[config.mk]
export PLATFORM = sky130hd
export DESIGN_NAME = cpwm_gen
export DESIGN_NICKNAME = d
export VERILOG_FILES = /design/src/rtl/cpwm_pkg.sv /design/src/rtl/cpwm_master.sv /design/src/rtl/cpwm_slave.sv /design/src/rtl/cpwm_gen.sv
export SDC_FILE = /design/constraint.sdc
export NUM_CORES = 1
export LEC_CHECK = 0
export ABC_AREA = 1
export BUFFER_PORTS_ARGS = -buffer_cell sky130_fd_sc_hd__buf_2
export CAP_MARGIN = 5
export CELL_PAD_IN_SITES_DETAIL_PLACEMENT = 0
export CELL_PAD_IN_SITES_GLOBAL_PLACEMENT = 1
export CORE_ASPECT_RATIO = 0.5
export CORE_MARGIN = 2
export CORE_UTILIZATION = 45
export CTS_CLUSTER_DIAMETER = 120
export DETAILED_ROUTE_END_ITERATION = 6
export PLACE_DENSITY = 0.85
export SLEW_MARGIN = 25
export SYNTH_ARGS = -nofsm -noshare
export SYNTH_HDL_FRONTEND = slang
export SYNTH_SLANG_ARGS = --single-unit
[constraint.sdc]
create_clock -name clk_i -period 9 [get_ports clk_i]
set_input_delay 0 -clock clk_i [delete_from_list [all_inputs] [get_ports clk_i]]
set_output_delay 0 -clock clk_i [all_outputs]
set_load 0.005 [all_outputs]
[src/rtl/cpwm_pkg.sv]
package cpwm_pkg;
  typedef enum logic {
    DIR_UP   = 1'b0,
    DIR_DOWN = 1'b1
  } dir_e;
endpackage

[src/rtl/cpwm_master.sv]
module cpwm_master
  import cpwm_pkg::*;
#(
  parameter int CNT_W = 16
) (
  input  logic             clk_i,
  input  logic             rst_ni,
  input  logic             tick_i,
  input  logic             start_i,
  input  logic             stop_i,
  input  logic             mode_i,
  input  logic [CNT_W-1:0] period_i,
  output logic             ld_o,
  output logic             adv_o,
  output dir_e             dir_o,
  output logic             crest_o,
  output logic             irq_o,
  output logic             out_o
);
  logic             run_q, loaded_q, out_q;
  logic [CNT_W-1:0] cnt_q;
  dir_e             dir_q;
  logic             zero;

  assign zero    = (cnt_q == '0);
  assign ld_o    = tick_i & run_q & ~loaded_q & ~start_i & ~stop_i;
  assign adv_o   = tick_i & loaded_q & ~start_i & ~stop_i;
  assign irq_o   = adv_o & zero;
  assign crest_o = irq_o & (dir_q == DIR_UP);
  assign dir_o   = dir_q;
  assign out_o   = run_q ? out_q : ~mode_i;

  always_ff @(posedge clk_i or negedge rst_ni) begin
    if (!rst_ni) begin
      run_q    <= 1'b0;
      loaded_q <= 1'b0;
      out_q    <= 1'b1;
      cnt_q    <= '0;
      dir_q    <= DIR_DOWN;
    end else if (stop_i) begin
      run_q    <= 1'b0;
      loaded_q <= 1'b0;
    end else if (start_i) begin
      run_q    <= 1'b1;
      loaded_q <= 1'b0;
      dir_q    <= DIR_DOWN;
      out_q    <= ~mode_i;
    end else if (ld_o) begin
      cnt_q    <= period_i;
      loaded_q <= 1'b1;
    end else if (adv_o) begin
      if (zero) begin
        cnt_q <= period_i;
        dir_q <= (dir_q == DIR_DOWN) ? DIR_UP : DIR_DOWN;
        out_q <= ~out_q;
      end else begin
        cnt_q <= cnt_q - 1'b1;
      end
    end
  end
endmodule

[src/rtl/cpwm_slave.sv]
module cpwm_slave
  import cpwm_pkg::*;
#(
  parameter int CNT_W = 16
) (
  input  logic             clk_i,
  input  logic             rst_ni,
  input  logic             start_i,
  input  logic             stop_i,
  input  logic             ld_i,
  input  logic             adv_i,
  input  dir_e             dir_i,
  input  logic             crest_i,
  input  logic [CNT_W-1:0] duty_i,
  output logic             irq_o,
  output logic             out_o
);
  logic [CNT_W-1:0] cnt_q;
  logic             zero;

  assign zero  = (cnt_q == '0);
  assign irq_o = adv_i & zero;

  // counter wraps below zero in the falling half; crest reloads
  always_ff @(posedge clk_i or negedge rst_ni) begin
    if (!rst_ni) begin
      cnt_q <= '0;
      out_o <= 1'b0;
    end else if (stop_i || start_i) begin
      out_o <= 1'b0;
    end else if (ld_i) begin
      cnt_q <= duty_i;
    end else if (adv_i) begin
      if (zero) out_o <= (dir_i == DIR_DOWN);
      if (crest_i)                cnt_q <= duty_i;
      else if (dir_i == DIR_DOWN) cnt_q <= cnt_q - 1'b1;
      else                        cnt_q <= cnt_q + 1'b1;
    end
  end
endmodule

[src/rtl/cpwm_gen.sv]
module cpwm_gen
  import cpwm_pkg::*;
#(
  parameter int CNT_W = 16,
  parameter int N_SLV = 6
) (
  input  logic                   clk_i,
  input  logic                   rst_ni,
  input  logic                   tick_i,
  input  logic                   start_i,
  input  logic                   stop_i,
  input  logic                   mode_i,
  input  logic [CNT_W-1:0]       period_i,
  input  logic [N_SLV*CNT_W-1:0] duty_i,
  output logic                   mst_irq_o,
  output logic                   mst_out_o,
  output logic [N_SLV-1:0]       slv_irq_o,
  output logic [N_SLV-1:0]       slv_out_o
);
  logic ld, adv, crest;
  dir_e dir;

  cpwm_master #(.CNT_W(CNT_W)) u_master (
    .clk_i    (clk_i),
    .rst_ni   (rst_ni),
    .tick_i   (tick_i),
    .start_i  (start_i),
    .stop_i   (stop_i),
    .mode_i   (mode_i),
    .period_i (period_i),
    .ld_o     (ld),
    .adv_o    (adv),
    .dir_o    (dir),
    .crest_o  (crest),
    .irq_o    (mst_irq_o),
    .out_o    (mst_out_o)
  );

  for (genvar g = 0; g < N_SLV; g++) begin : g_slv
    cpwm_slave #(.CNT_W(CNT_W)) u_slave (
      .clk_i   (clk_i),
      .rst_ni  (rst_ni),
      .start_i (start_i),
      .stop_i  (stop_i),
      .ld_i    (ld),
      .adv_i   (adv),
      .dir_i   (dir),
      .crest_i (crest),
      .duty_i  (duty_i[g*CNT_W +: CNT_W]),
      .irq_o   (slv_irq_o[g]),
      .out_o   (slv_out_o[g])
    );
  end
endmodule

==> impl_results.html, run 1 <==
<table>
<tr><th>Metric</th><th>Value</th></tr>
<tr><th colspan="2">Outcome</th></tr>
<tr><td>Status</td><td>finished clean</td></tr>
<tr><th colspan="2">Synth</th></tr>
<tr><td>Share of synthesized cell area in and, or, nand and nor gates</td><td>a little over two fifths</td></tr>
<tr><td>Cells after synthesis</td><td>2035</td></tr>
<tr><td>Combinational family with the most area after synthesis</td><td>simple AND/OR/NAND/NOR gates</td></tr>
<tr><td>Count of yosys warnings during synthesis</td><td>0</td></tr>
<tr><td>Parity-gate share of the synthesized area counting xor and xnor cells</td><td>under 10%</td></tr>
<tr><td>Part of the Yosys area used for sequential elements</td><td>25.4%</td></tr>
<tr><td>Net count after synthesis</td><td>approximately 2200</td></tr>
<tr><td>Post-Syn Area</td><td>12100 um2</td></tr>
<tr><td>Synth Area in Compound Gates</td><td>5.21%</td></tr>
<tr><td>Mean cell area of the mapped netlist</td><td>5.92 um2</td></tr>
<tr><td>Flops &amp; latches, synth</td><td>122</td></tr>
<tr><td>Share of synthesized cell area in full adder, half adder and majority cells</td><td>9.82%</td></tr>
<tr><td>Post-synthesis mux area share</td><td>less than 1%</td></tr>
<tr><td>Number of distinct library cells after synthesis</td><td>34</td></tr>
<tr><th colspan="2">Clock network</th></tr>
<tr><td>CTS sink count</td><td>122</td></tr>
<tr><td>Worst skew pair latency</td><td>around 450 ps</td></tr>
<tr><td>CTS tree</td><td>built</td></tr>
<tr><td>Inserted Clock Buffers</td><td>17</td></tr>
<tr><td>Total number of H-tree levels</td><td>4</td></tr>
<tr><td>Root buffer selected by CTS</td><td>clkbuf_16</td></tr>
<tr><td>CTS clock-pin slew for the worst setup and hold paths</td><td>70 ps</td></tr>
<tr><td>Longest Clk Path Bufs</td><td>2</td></tr>
<tr><th colspan="2">Floorplanning</th></tr>
<tr><td>Number of top-level pins</td><td>132</td></tr>
<tr><td>Row Count</td><td>between 40 and 50</td></tr>
<tr><td>Overall die area</td><td>around 28000 um2</td></tr>
<tr><td>Core footprint</td><td>26400 um2</td></tr>
<tr><td>Chip width</td><td>235 um</td></tr>
<tr><td>Initial Utilization</td><td>45.7%</td></tr>
<tr><td>Die boundary height</td><td>120 um</td></tr>
<tr><th colspan="2">STA</th></tr>
<tr><td>Fin. max-slew vios</td><td>0</td></tr>
<tr><td>Relative slew margins</td><td>49.3%</td></tr>
<tr><td>Setup repair after global routing missed its margin</td><td>no</td></tr>
<tr><td>Achievable frequency</td><td>between 200 and 300 MHz</td></tr>
<tr><td>Final-report setup violation count</td><td>0</td></tr>
<tr><td>Setup clock skew after layout</td><td>9.45 ps</td></tr>
<tr><td>Final worst-path cycle share</td><td>38.0%</td></tr>
<tr><td>Time the final worst path needs with I/O delays and setup</td><td>3420 ps</td></tr>
<tr><td>Tightest Pin Transition</td><td>around 760 ps</td></tr>
<tr><td>Final hold violation count</td><td>0</td></tr>
<tr><td>Setup_tns</td><td>0 ps</td></tr>
<tr><td>Crit path setup slack, layout</td><td>5580 ps</td></tr>
<tr><th colspan="2">Finish</th></tr>
<tr><td>Area of all placed cells without fillers</td><td>~15000 um2</td></tr>
<tr><td>Count of nets after finishing</td><td>2462</td></tr>
<tr><td>Most common library cell in the layout ignoring fill and taps</td><td>nand2_1</td></tr>
<tr><td>Antenna cell count</td><td>0</td></tr>
<tr><td>Highest-count cells in the layout ignoring fill and taps</td><td>888 x nand2_1, 293 x inv_1, 181 x nand3_1, 134 x nor2_1, 130 x buf_2</td></tr>
<tr><td>Area added between synthesis and finish</td><td>22.6%</td></tr>
<tr><td>Fraction of layout instances using a drive strength above 1</td><td>8.16%</td></tr>
<tr><th colspan="2">Route</th></tr>
<tr><td>Detailed Routing Iterations Pass 1</td><td>5</td></tr>
<tr><td>Antenna Violating Nets Remaining</td><td>0</td></tr>
<tr><td>Number of vias per cell</td><td>between 4 and 5</td></tr>
<tr><td>Total length of routed wires</td><td>34.6 mm</td></tr>
<tr><td>First-iteration detailed-routing DRC count</td><td>762</td></tr>
<tr><td>Routed vias</td><td>12718</td></tr>
<tr><td>Final routed wire length divided by cell count</td><td>13.2 um</td></tr>
<tr><td>Remaining design rule violation count</td><td>0</td></tr>
<tr><th colspan="2">GRT</th></tr>
<tr><td>GRT Util Overall</td><td>25.3%</td></tr>
<tr><td>Pin count of the biggest net entering global routing</td><td>between 90 and 100</td></tr>
<tr><td>Number of antenna violations at the first check in global routing</td><td>0</td></tr>
<tr><td>Number of global-route vias before repair</td><td>~12000</td></tr>
<tr><td>Wire length of the first global-routing pass</td><td>roughly 58 mm</td></tr>
<tr><td>Total congestion overflow after global routing</td><td>0</td></tr>
<tr><th colspan="2">Placement</th></tr>
<tr><td>Post-Place Setup Slack</td><td>5180 ps</td></tr>
<tr><td>Area of placed instances</td><td>about 13000 um2</td></tr>
<tr><td>Weighted congestion reported at the end of routability-driven placement</td><td>roughly 0.91</td></tr>
<tr><td>Number of buffers added on ports</td><td>131</td></tr>
<tr><td>Final HPWL DP</td><td>roughly 24 mm</td></tr>
<tr><th colspan="2">Setup path</th></tr>
<tr><td>Data arrival time of the critical path</td><td>3800 ps</td></tr>
<tr><td>Type of element capturing the critical path</td><td>flip-flop</td></tr>
<tr><td>CP Launch Type</td><td>flip-flop</td></tr>
<tr><td>Worst Path Required</td><td>about 9400 ps</td></tr>
<tr><td>Kind of critical path</td><td>reg -&gt; reg</td></tr>
<tr><td>Top fanout value on the critical path</td><td>90</td></tr>
<tr><th colspan="2">Worst hold path</th></tr>
<tr><td>Worst hold path class</td><td>in -&gt; reg</td></tr>
<tr><th colspan="2">Run</th></tr>
<tr><td>Reported max-cap violation count</td><td>0</td></tr>
<tr><th colspan="2">Pwr</th></tr>
<tr><td>Total power divided by cell area</td><td>approximately 310 nW/um2</td></tr>
<tr><td>Total net switching power</td><td>2.24 mW</td></tr>
<tr><td>Max VDD drop</td><td>0.157 mV</td></tr>
<tr><td>Sequential power share</td><td>22.6%</td></tr>
<tr><td>Switching share of total power</td><td>48.7%</td></tr>
<tr><td>Combinational power share</td><td>61.3%</td></tr>
<tr><td>Share of power burned in the clock network</td><td>16.1%</td></tr>
<tr><td>Static leakage</td><td>between 8 and 9 nW</td></tr>
<tr><td>Internal Dissipation</td><td>2.37 mW</td></tr>
</table>
[critical path, cell delays in order (launching register included)]
cell      delay, ps
dfstp_4        1030
buf_4           690
clkinv_1        450
nand4_1         330
nand2_8         400
nand2_1         210
nand3_1          90
nand2_1          90
[registers in the layout, summed over array words and instances (netlist names)]
register and flops:
g_slv.u_slave.cnt_q 96, u_master.cnt_q 16, g_slv.u_slave.out_o 6, u_master.dir_o 1, u_master.loaded_q 1, u_master.out_q 1
u_master.run_q 1
[path summary, 6_finish.rpt]
path	slack (ps)	from	to	cells past startpoint
setup / recovery	5580	u_master.dir_o	g_slv[5].u_slave.cnt_q[9]	7
hold / removal	100	tick_i	u_master.cnt_q[10]	5
setup reg to reg	5580	u_master.dir_o	g_slv[5].u_slave.cnt_q[9]	7
hold reg to reg	510	g_slv[2].u_slave.cnt_q[14]	g_slv[2].u_slave.cnt_q[14]	2
max in group asynchronous	7640	rst_ni	g_slv[5].u_slave.cnt_q[9]	3
min in group asynchronous	140	rst_ni	g_slv[1].u_slave.cnt_q[7]	2
[what timing repair did]
action / CTS / global route
gates resized for setup: 0 / 0
hold endpoints to repair: 191 / 0
setup buffers: 0 / 0
hold buffers: 118 / 0
endpoints found under the setup margin: 0 / 0
[final cells by class]
cell class	count	area (um2)
clock inverter	14	173
tap	352	440
multi-input combinational	1557	7610
inverter	299	1120
fill	2724	11600
sequential	122	3060
clock buffer	18	439
timing repair buffer	256	1920
[cells by family (layout without fill, tap and decap cells)]
kind of cell	Yosys count	count (layout)
XOR/XNOR	54	54
AO/OA/AOI/OAI	123	123
flip-flops	122	122
multiplexers	1	1
adder cells (fa/ha/maj)	91	91
buffers and inverters	356	587
AND/OR/NAND/NOR	1288	1288
[cell usage after synthesis (all sizes together)]
library cell  count  share of area, %
nand3b           14              0.87
fa                6               1.0
nand3           181               7.5
nand4            19              0.99
and2             18              0.93
ha               85               8.8
nor4             13              0.67
buf              41               1.9
nor2            137               4.4
o21ai            47               2.0
dfrtp           120                25
xor2              5              0.36
mux2              1             0.093
clkbuf           16              0.50
xnor2            49               3.6
inv             298               9.3
o21bai            1             0.062
dfstp             2              0.44
clkinv            1             0.031
nor3             16              0.80
a21oi            71               2.9
o211ai            2              0.12
o31ai             1             0.062
a22oi             1             0.062
nand2           890                28
[per-layer routing]
layer  share of wire, %  vias to the layer above  GRT usage [%]  routed length (um)
met3                2.9                       47           3.17                1000
met2                 45                      220           42.6               15600
met4                1.8                        0           7.29                 629
met1                 50                     5689           34.3               17400
li1                   -                     6762              -                   -
met5                  0                        -              0                   0
[power groups by stage]
stage / sequential, mW / combinational [mW] / clock (mW)
after floorplan: 0.969 / 2.24 / 0
after detailed placement: 1.04 / 2.77 / 0
after CTS: 1.04 / 2.83 / 0.751
after global routing: 1.08 / 3.26 / 0.770
final: 1.04 / 2.82 / 0.742
after global placement: 1.05 / 2.76 / 0
[through the flow]
step	hold WS (ps)	std cells	utilization (%)	total power, mW
after global placement	61.0	2467	49.0	3.80
after floorplan	-296	2035	-	3.21
final	102	2618	56.0	4.61
after CTS	86.5	2617	55.8	4.62
after detailed placement	65.4	2467	49.0	3.81
after global routing	153	2618	56.0	5.11
(Power assumes the default switching activity.)
==> run 2: changes to the inputs <==
--- a/config.mk
+++ b/config.mk
@@ -12,10 +12,10 @@
 export CELL_PAD_IN_SITES_GLOBAL_PLACEMENT = 1
 export CORE_ASPECT_RATIO = 0.5
 export CORE_MARGIN = 2
-export CORE_UTILIZATION = 45
+export CORE_UTILIZATION = 42
 export CTS_CLUSTER_DIAMETER = 120
 export DETAILED_ROUTE_END_ITERATION = 6
-export PLACE_DENSITY = 0.85
+export PLACE_DENSITY = 0.8
 export SLEW_MARGIN = 25
 export SYNTH_ARGS = -nofsm -noshare
 export SYNTH_HDL_FRONTEND = slang
==> constraint.sdc (replaced) <==
create_clock -name clk_i -period 3.35 [get_ports clk_i]
set_input_delay 0 -clock clk_i [delete_from_list [all_inputs] [get_ports clk_i]]
set_output_delay 0 -clock clk_i [all_outputs]
set_load 0.005 [all_outputs]
==> impl_results.html, run 2 (synthesized netlist as in run 1, its figures left out) <==
<table>
<tr><th>Metric</th><th>Value</th></tr>
<tr><th colspan="2">STA</th></tr>
<tr><td>Setup_tns</td><td>0 ps (unchanged)</td></tr>
<tr><td>Relative slew margins</td><td>38.6% (-11 points)</td></tr>
<tr><td>Tightest Pin Transition</td><td>919 ps (+158 ps)</td></tr>
<tr><td>Setup repair after global routing missed its margin</td><td>no</td></tr>
<tr><td>Achievable frequency</td><td>368 MHz (+26%)</td></tr>
<tr><td>Fin. max-slew vios</td><td>0 (unchanged)</td></tr>
<tr><td>Crit path setup slack, layout</td><td>636 ps (-4940 ps)</td></tr>
<tr><td>Final hold violation count</td><td>0 (unchanged)</td></tr>
<tr><td>Final worst-path cycle share</td><td>81.0% (+43 points)</td></tr>
<tr><td>Time the final worst path needs with I/O delays and setup</td><td>2710 ps (-707 ps)</td></tr>
<tr><td>Setup clock skew after layout</td><td>9.15 ps (-0.300 ps)</td></tr>
<tr><td>Final-report setup violation count</td><td>0 (unchanged)</td></tr>
<tr><th colspan="2">Route</th></tr>
<tr><td>Detailed Routing Iterations Pass 1</td><td>5 (unchanged)</td></tr>
<tr><td>Final routed wire length divided by cell count</td><td>13.6 um (+2.8%)</td></tr>
<tr><td>Antenna Violating Nets Remaining</td><td>0 (unchanged)</td></tr>
<tr><td>Remaining design rule violation count</td><td>0 (unchanged)</td></tr>
<tr><td>Routed vias</td><td>12748 (+0.24%)</td></tr>
<tr><td>Number of vias per cell</td><td>4.80 (-1.2%)</td></tr>
<tr><td>Total length of routed wires</td><td>36.1 mm (+4.3%)</td></tr>
<tr><td>First-iteration detailed-routing DRC count</td><td>672 (-12%)</td></tr>
<tr><th colspan="2">Clock network</th></tr>
<tr><td>Inserted Clock Buffers</td><td>17 (unchanged)</td></tr>
<tr><td>CTS clock-pin slew for the worst setup and hold paths</td><td>60 ps (about the same)</td></tr>
<tr><td>Longest Clk Path Bufs</td><td>2 (unchanged)</td></tr>
<tr><td>Root buffer selected by CTS</td><td>clkbuf_16</td></tr>
<tr><td>Total number of H-tree levels</td><td>4 (unchanged)</td></tr>
<tr><td>CTS sink count</td><td>122 (unchanged)</td></tr>
<tr><td>CTS tree</td><td>built</td></tr>
<tr><td>Post-CTS Resized</td><td>0 (unchanged)</td></tr>
<tr><td>Count of buffers added by post-CTS timing repair for setup</td><td>0 (unchanged)</td></tr>
<tr><td>Worst skew pair latency</td><td>450 ps (about the same)</td></tr>
<tr><th colspan="2">Pwr</th></tr>
<tr><td>Max VDD drop</td><td>0.458 mV (+190%)</td></tr>
<tr><td>Sequential power share</td><td>22.6% (about the same)</td></tr>
<tr><td>Internal Dissipation</td><td>6.34 mW (+170%)</td></tr>
<tr><td>Static leakage</td><td>8.60 nW (+0.55%)</td></tr>
<tr><td>Power after layout</td><td>12.4 mW (+170%)</td></tr>
<tr><td>Total power divided by cell area</td><td>834 nW/um2 (+170%)</td></tr>
<tr><td>Share of power burned in the clock network</td><td>15.5% (-0.6 points)</td></tr>
<tr><td>Switching share of total power</td><td>48.8% (+0.17 points)</td></tr>
<tr><td>Total net switching power</td><td>6.05 mW (+170%)</td></tr>
<tr><td>Combinational power share</td><td>61.9% (+0.6 points)</td></tr>
<tr><th colspan="2">GRT</th></tr>
<tr><td>Number of global-route vias before repair</td><td>12298 (+1.6%)</td></tr>
<tr><td>Total congestion overflow after global routing</td><td>0 (unchanged)</td></tr>
<tr><td>GRT Util Overall</td><td>24.7% (-0.60 points)</td></tr>
<tr><td>Wire length of the first global-routing pass</td><td>60.1 mm (+3.3%)</td></tr>
<tr><td>Number of antenna violations at the first check in global routing</td><td>0 (unchanged)</td></tr>
<tr><td>Pin count of the biggest net entering global routing</td><td>75 (-18%)</td></tr>
<tr><th colspan="2">Setup path</th></tr>
<tr><td>Data arrival time of the critical path</td><td>3050 ps (-750 ps)</td></tr>
<tr><td>Type of element capturing the critical path</td><td>flip-flop</td></tr>
<tr><td>Top fanout value on the critical path</td><td>26 (-71%)</td></tr>
<tr><td>Kind of critical path</td><td>reg -&gt; reg</td></tr>
<tr><td>CP Launch Type</td><td>flip-flop</td></tr>
<tr><td>Worst Path Required</td><td>3690 ps (-5690 ps)</td></tr>
<tr><td>Number of cell instances on the worst register-to-register path</td><td>12 (+5)</td></tr>
<tr><th colspan="2">Finish</th></tr>
<tr><td>Post-route non-filler standard cell count</td><td>2656 (+1.5%)</td></tr>
<tr><td>Area added between synthesis and finish</td><td>23.3%</td></tr>
<tr><td>Count of nets after finishing</td><td>2470 (+0.32%)</td></tr>
<tr><td>Largest regs</td><td>g_slv.u_slave.cnt_q: 96 flops, u_master.cnt_q: 16 flops, g_slv.u_slave.out_o: 6 flops</td></tr>
<tr><td>Largest register by flop count</td><td>g_slv.u_slave.cnt_q</td></tr>
<tr><td>Fraction of layout instances using a drive strength above 1</td><td>8.40% (+0.24 points)</td></tr>
<tr><td>Antenna cell count</td><td>0 (unchanged)</td></tr>
<tr><td>Total of fill cells in the finished design</td><td>2919 (+7.2%)</td></tr>
<tr><td>Most common library cell in the layout ignoring fill and taps</td><td>nand2_1</td></tr>
<tr><td>Max FFs per register</td><td>96 (unchanged)</td></tr>
<tr><td>Highest-count cells in the layout ignoring fill and taps</td><td>888 x nand2_1, 293 x inv_1, 181 x nand3_1, 134 x nor2_1, 130 x buf_2</td></tr>
<tr><th colspan="2">Floorplanning</th></tr>
<tr><td>Row Count</td><td>43 (+2.4%)</td></tr>
<tr><td>Number of top-level pins</td><td>132 (unchanged)</td></tr>
<tr><td>Overall die area</td><td>30100 um2 (+7.0%)</td></tr>
<tr><td>Initial Utilization</td><td>43.1% (-2.6 points)</td></tr>
<tr><td>Die boundary height</td><td>124 um (+3.4%)</td></tr>
<tr><td>Core footprint</td><td>28000 um2 (+6.1%)</td></tr>
<tr><td>Chip width</td><td>244 um (+3.4%)</td></tr>
<tr><th colspan="2">Run</th></tr>
<tr><td>Reported max-cap violation count</td><td>0 (unchanged)</td></tr>
<tr><th colspan="2">Placement</th></tr>
<tr><td>Final HPWL DP</td><td>26.1 mm (+7.8%)</td></tr>
<tr><td>Number of placed cells counting well taps</td><td>2506 (+1.6%)</td></tr>
<tr><td>Number of buffers added on ports</td><td>131 (unchanged)</td></tr>
<tr><td>Weighted congestion reported at the end of routability-driven placement</td><td>0.858 (-5.7%)</td></tr>
<tr><td>Post-Place Setup Slack</td><td>658 ps (-4520 ps)</td></tr>
<tr><th colspan="2">Worst hold path</th></tr>
<tr><td>Worst hold path class</td><td>in -&gt; reg</td></tr>
<tr><td>Cells on Worst Hold Path</td><td>5 (unchanged)</td></tr>
<tr><th colspan="2">Outcome</th></tr>
<tr><td>Status</td><td>finished clean</td></tr>
</table>
-- run 2: cell count changes in the layout (fill, tap and decap cells not counted) --
cell / before / now
nand2_8: 1 / 0
buf_6: 2 / 1
clkinvlp_4: 5 / 2
clkbuf_8: 1 / 0
nand2_4: 0 / 1
buf_4: 5 / 11
clkbuf_1: 0 / 2
buf_16: 1 / 0
inv_6: 1 / 0
buf_12: 0 / 4
clkinv_4: 3 / 2
clkinv_2: 2 / 6
-- run 2: path summary, 6_finish.rpt --
path | startpoint | endpoint | slack (ps)
hold reg to reg | g_slv[2].u_slave.cnt_q[14] | g_slv[2].u_slave.cnt_q[14] | 510
min in group asynchronous | rst_ni | g_slv[1].u_slave.cnt_q[10] | 140
setup / recovery | u_master.dir_o | g_slv[1].u_slave.cnt_q[14] | 640
max in group asynchronous | rst_ni | u_master.out_q | 2370
setup reg to reg | u_master.dir_o | g_slv[1].u_slave.cnt_q[14] | 640
hold / removal | tick_i | u_master.cnt_q[10] | 110
-- run 2: per-stage QoR --
step / hold WS [ps] / area, um2 / util, %
floorplan: -296 / 12100 / -
global placement: 82.5 / 13100 / 46.8
detailed placement: 81.8 / 13100 / 46.8
CTS: 83.0 / 14900 / 53.1
global route: 130 / 14900 / 53.1
finish: 108 / 14900 / 53.1
-- run 2: area by class of cell --
cell class	count	area (um2)	area share [%]
Clock buffer	19	433	2.91
Multi-Input combinational cell	1557	7600	51.2
Inverter	299	1120	7.57
Tap cell	382	478	3.22
Sequential cell	122	3060	20.6
Clock inverter	13	153	1.03
Timing Repair Buffer	264	2010	13.5
-- run 2: what timing repair did --
item                                    4_1_cts  5_1_grt
endpoints found under the setup margin        0        0
hold endpoints to repair                    193        0
hold buffers                                118        0
-- run 2: worst max-delay path, stage by stage, from the launching register on --
cell and delay [ps]:
dfstp_4 840, buf_4 400, ha_1 350, a21oi_1 230
nand2_1 150, nand2_1 80, nand2_1 110, nand2_1 120
nand3_1 80, nand2_1 70, nand2_1 50, nand3_1 70
nand2_1 50
-- run 2: power groups by stage --
stage               Combinational, mW  Clock, mW  Sequential (mW)
detailed placement               7.51          0             2.81
global placement                 7.51          0             2.81
finish                           7.67       1.92             2.80
CTS                              7.69       1.96             2.80
floorplan                        6.01          0             2.60
global route                     8.91       2.02             2.89
-- run 2: per-layer routing --
layer	wire length, um	track usage [%]	up-vias
met5	0	0	-
li1	-	-	6767
met3	947	3.99	38
met4	669	6.40	0
met2	16400	42.3	170
met1	18100	32.8	5773
